### src/rtl/baud_tick_gen.sv
module baud_tick_gen #(
  parameter int DIV_W = 16,
  parameter int PRE_W = 2
) (
  input  logic             clk,
  input  logic             rst_n,
  input  logic [DIV_W-1:0] divisor,
  input  logic             quad_sel,
  output logic             tick
);
  localparam logic [PRE_W-1:0] PRE_LAST = '1;

  logic [PRE_W-1:0] pcnt;
  logic [DIV_W-1:0] cnt;
  logic [DIV_W-1:0] cur;
  logic             step;
  logic             terminal;

  assign step     = quad_sel ? (pcnt == PRE_LAST) : 1'b1;
  assign terminal = step && (cnt == '0);

  always_ff @(posedge clk or negedge rst_n) begin
    if (!rst_n) begin
      pcnt <= '0;
      cnt  <= '0;
      cur  <= '0;
      tick <= 1'b0;
    end else begin
      pcnt <= quad_sel ? pcnt + 1'b1 : '0;
      tick <= terminal && (cur != '0);
      if (terminal) begin
        cur <= divisor;
        cnt <= (divisor == '0) ? '0 : divisor - 1'b1;
      end else if (step) begin
        cnt <= cnt - 1'b1;
      end
    end
  end
endmodule

### config.mk
export PLATFORM = sky130hd
export DESIGN_NAME = baud_tick_gen
export DESIGN_NICKNAME = d
export VERILOG_FILES = /design/src/rtl/baud_tick_gen.sv
export SDC_FILE = /design/constraint.sdc
export NUM_CORES = 1
export LEC_CHECK = 0
export ABC_AREA = 1
export BUFFER_PORTS_ARGS = -buffer_cell sky130_fd_sc_hd__buf_4
export CORE_UTILIZATION = 45
export CTS_CLUSTER_DIAMETER = 80
export CTS_CLUSTER_SIZE = 16
export DETAILED_ROUTE_END_ITERATION = 10
export HOLD_SLACK_MARGIN = 0.08
export PLACE_DENSITY = 0.65
export SETUP_SLACK_MARGIN = 0.05
export SLEW_MARGIN = 20
export SYNTH_ARGS = -nofsm -noshare
export SYNTH_HDL_FRONTEND = slang
export SYNTH_SLANG_ARGS = --single-unit
### constraint.sdc
create_clock -name clk -period 4.4 [get_ports clk]
set_clock_uncertainty 0.1 [all_clocks]
set_input_delay 0.66 -clock clk [delete_from_list [all_inputs] [get_ports clk]]
set_output_delay 0.66 -clock clk [all_outputs]
set_load 0.01 [all_outputs]
# Yosys cells after proc, flatten, opt, wreduce, memory -nomap -nowiden
# Index checks and enable logic that the tools add are counted.
# totals
reg_bits,35
out_inout_bits,1
elab_cells,19
# op_classes
add_sub_neg,3
eq_ne,1
mux,5
n_reduce_logical,6
# op_table
operator,n
two-way mux 16 bit,3
logical NOT 16 bit,2
subtractor 16 x 1 -> 16 bit (second input constant),2
nonzero test 16 bit,1
adder 2 x 1 -> 2 bit (second input constant),1
== test 2 bit (second input constant),1
logical AND 1 bit,2
two-way mux 2 bit,1
nonzero test 2 bit,1
two-way mux 1 bit,1

# Longest topological paths before layout
# depth
ltp_word,4
depth_mapped,11
ltp_nobuf,11

# Worst setup path before layout
# OpenSTA, ideal clock, no wires.
# synth_timing
path_type,in2reg
startpoint,in divisor[0]
endpoint,reg cnt[10]
setup_ps,117
arrival_ps,1712
slack_ps,2471
cell_stages,11
cell_sequence,inv_1 ha_1 inv_1 nor2_2 nand2_2 nor2_8 inv_1 nand2_1 nor2_1 nor2_1 nor2_1
# synth_via
elab_chain_len,3
elab_cells_between_ends,4
cone_classes,1 x add/sub; 2 x mux; 1 x reduce/logical
# synth_rtl
element,line,text
start: declaration,7,"input logic [DIV_W-1:0] divisor,"
subtractor 16 x 1 -> 16 bit or logical NOT 16 bit (tied branches),33,cnt <= (divisor == '0) ? '0 : divisor - 1'b1;
two-way mux 16 bit (*),33,
two-way mux 16 bit (*),31,if (terminal) begin
end signal: assignment,33,
end signal: assignment,35,cnt <= cnt - 1'b1;
end: declaration,14,logic [DIV_W-1:0] cnt;
# Mark *: on every way between the ends. The rest lies on a longest branch, timed or not.
# A chain may end at the register's enable or synchronous reset.

# Worst setup path after layout
# layout_timing
startpoint,reg pcnt[0]
endpoint,reg cnt[1]
# layout_via
elab_chain_len,4
elab_cells_between_ends,5
cone_classes,1 x eq/ne; 2 x mux; 2 x reduce/logical
# layout_rtl
element,line,text
start: declaration,13,logic [PRE_W-1:0] pcnt;
start signal: assignment,29,pcnt <= quad_sel ? pcnt + 1'b1 : '0;
== test 2 bit (*),19,assign step = quad_sel ? (pcnt == PRE_LAST) : 1'b1;
two-way mux 1 bit (*),19,
logical AND 1 bit,20,assign terminal = step && (cnt == '0);
two-way mux 16 bit or nonzero test 2 bit (tied branches),n/a,
# Marks and branches as above.

==> impl_metrics.ini <==
[status]
outcome = completed

[clock_tree]
cts.sink_count = 35
cts-resized-gates = 0
ctsHtreeMaxLevel = 2
clk_path_buf_depth = 2
cts_tree = done
cts_hold_buffers = 0
clk_latency_ns = 0.28
postCtsSetupRepairBufs = 0
clk_pin_slew_ns = 0.08
clk_root_buffer_cell = sky130_fd_sc_hd__clkbuf_8
cts_buffers = 5

[global_routing]
grt_antenna_before_repair = 0
grt_start_max_net_pins = 36
globalRoute.totalOverflow = 0
globalRouteTotalUtil_pct = 21.5
grt_first_pass_wirelength_um = 9920
grt_pass1_vias = 2081

[setup_path]
cp.required_ns = 4.52
worst_flop_to_flop_path_endpoint = cnt[1]$_DFFE_PN0P_
worst_ep_arrival_time_ns = 2.46
crit_path_max_fanout = 31
reg2reg_slack_ns = 2.06
regToRegStartpoint = pcnt[0]$_DFF_PN0_
critPathKind = flip-flop to flip-flop
start_kind = flip-flop
r2r_cells = 7
endpoint_kind = flip-flop

[yosys]
yosys_register_bits = 35
post_syn_instances = 358
yosys_warnings = 0
synth.distinct_cells = 29
netlist_area_mm2 = 0.00250
synthesis.nets = 381
synth.yosys.seq_area_share_pct = 35.0
syn_avg_cell_area_um2 = 6.99
synthFlopType = sky130_fd_sc_hd__dfrtp_1
synth_enable_flop_cells = 0
asyncSetResetFlopFracSynth_pct = 100

[sta]
slew_violations = 0
report.final.hold_viol_count = 0
maxClockFrequency_ghz = 0.428
worst_setup_slack_final_ns = 2.06
tightestPinTransition_ns = 0.570
setup_viol = 0
max-slew-margin-rel_pct = 61.9
setup_repair_after_global_routing_missed_its_margin = no
fin_crit_ns = 2.34
setup_total_negative_slack_ns = 0
share_of_the_clock_period_used_by_the_worst_path_after_layout_pct = 53.1

[finish]
mostFrequentLayoutCell = sky130_fd_sc_hd__nand2_1
syn2layout_area_growth_pct = 12.6
final_net_count = 402
drive_above_1_share_pct = 16.8
layout.area.seq_um2 = 876
fillerInstances = 528
diodes = 0
finalNonFillerCells = 450
multi_input_comb_area_mm2 = 0.00142
mostFrequentLayoutCells = sky130_fd_sc_hd__nand2_1 (119), sky130_fd_sc_hd__nor2_1 (46), sky130_fd_sc_hd__inv_1 (40)

[power_and_ir_drop]
pwr_density_cell_mw_per_mm2 = 345
p_leak_nw = 1.40
ir_worst_vdd_mv = 0.210
p_total_mw = 0.972

[detailed_routing]
detailedRoute.firstIterationViolations = 168
routed_wire_length_per_instance_um = 12.7
routed-via-count = 2232
route.detailed.vias_per_inst = 4.96
drt.antenna.violating_nets = 0
drc = 0
routed_wl_um = 5730
firstDrtPassIters = 4

[placed_design]
port_buf_inserts = 19
place_congestion = 0.842
pre_cts_ws_ns = 1.92
placed_cells_incl_taps = 442
detailed_place_hpwl_um = 4360

[die]
die_h_um = 76.6
std_cell_rows = 26
dieWidth_um = 76.6
start_util_pct = 47.8
coreArea_mm2 = 0.00524
design.die.area_mm2 = 0.00586
num_io_pins = 20

[flow_run]
max_cap_viol_count = 0

[worst_hold_path]
min_path_type = input pin to asynchronous set/reset pin
-- Yosys cell counts (2+ instances only) --
cell / n / area share [%]
sky130_fd_sc_hd__a21oi_1: 10 / 2.0
sky130_fd_sc_hd__nor2_8: 2 / 1.6
sky130_fd_sc_hd__nand2_2: 5 / 1.3
sky130_fd_sc_hd__inv_2: 3 / 0.45
sky130_fd_sc_hd__nor2_4: 7 / 3.2
sky130_fd_sc_hd__o21ai_0: 9 / 1.8
sky130_fd_sc_hd__ha_1: 4 / 2.0
sky130_fd_sc_hd__dfrtp_1: 35 / 35
sky130_fd_sc_hd__a21oi_2: 5 / 1.8
sky130_fd_sc_hd__inv_1: 40 / 6.0
sky130_fd_sc_hd__nor2_2: 9 / 2.3
sky130_fd_sc_hd__buf_2: 2 / 0.40
sky130_fd_sc_hd__xor2_1: 9 / 3.2
sky130_fd_sc_hd__nand3_2: 4 / 1.6
sky130_fd_sc_hd__nand3_1: 25 / 5.0
sky130_fd_sc_hd__nor4_1: 3 / 0.75
sky130_fd_sc_hd__xnor2_1: 2 / 0.70
sky130_fd_sc_hd__nand2_1: 119 / 18
sky130_fd_sc_hd__a22oi_2: 2 / 1.0
sky130_fd_sc_hd__nand4_1: 3 / 0.75
sky130_fd_sc_hd__o21ai_1: 6 / 1.2
sky130_fd_sc_hd__nor2_1: 46 / 6.9
sky130_fd_sc_hd__clkbuf_8: 2 / 1.1
-- cells by family after synthesis --
| group | after synthesis | synth area share (%) |
|---|---|---|
| buf+inv | 48 | 8.40 |
| flops | 35 | 35.0 |
| compound gates | 34 | 8.40 |
| fa+ha+maj | 4 | 2.00 |
| simple gates | 226 | 42.3 |
| xor+xnor | 11 | 3.85 |
-- metrics by stage --
step	util, %	hold WS, ns	area (um^2)
final	53.8	0.217	2820
after floorplan	-	0.264	2500
after detailed placement	51.2	0.347	2680
after global routing	53.8	0.252	2820
after CTS	53.8	0.236	2820
after global placement	51.2	0.327	2680
-- layer usage --
metal | track usage [%] | vias up | routed length (um)
met5 | 0 | - | 0
met1 | 29.9 | 1033 | 2790
met4 | 6.35 | 0 | 55
met2 | 34.2 | 32 | 2660
met3 | 3.35 | 5 | 223
li1 | - | 1162 | -
-- layout make-up --
type / instances / share of cell area [%]
Inverter: 43 / 5.73
Multi-Input combinational cell: 275 / 50.3
Clock buffer: 6 / 2.58
Tap cell: 70 / 3.11
Clock inverter: 2 / 2.13
Timing Repair Buffer: 19 / 5.07
Sequential cell: 35 / 31.1
-- worst max-delay path by stage --
| stage | end | from | cells past startpoint |
|---|---|---|---|
| 6_report | cnt[1]$_DFFE_PN0P_ | pcnt[0]$_DFF_PN0_ | 7 |
| 5_1_grt | cnt[15]$_DFFE_PN0P_ | pcnt[0]$_DFF_PN0_ | 9 |
| 4_1_cts | cnt[1]$_DFFE_PN0P_ | pcnt[0]$_DFF_PN0_ | 7 |
| 3_5_place_dp | cnt[8]$_DFFE_PN0P_ | quad_sel | 10 |
| 3_3_place_gp | cnt[8]$_DFFE_PN0P_ | quad_sel | 10 |
| 2_1_floorplan | cnt[10]$_DFFE_PN0P_ | divisor[0] | 11 |
-- power breakdown --
| group | total, mW | switching [mW] | internal (mW) |
|---|---|---|---|
| clock network | 0.348 | 0.121 | 0.227 |
| registers | 0.407 | 0.0472 | 0.360 |
| logic | 0.217 | 0.128 | 0.0889 |
-- worst max-delay path, cell delays in order, from the launching register on --
cell                      delay [ns]
sky130_fd_sc_hd__dfrtp_1        0.39
sky130_fd_sc_hd__ha_1           0.23
sky130_fd_sc_hd__nor2_4         0.39
sky130_fd_sc_hd__inv_2          0.24
sky130_fd_sc_hd__nand3_2        0.46
sky130_fd_sc_hd__inv_2          0.15
sky130_fd_sc_hd__o21a_1         0.21
sky130_fd_sc_hd__a21oi_2        0.10
-- sequential cells by signal (all words and copies together) (netlist names) --
signal  flops
tick        1
pcnt        2
cur        16
cnt        16
Power figures use the tool's default switching activity.
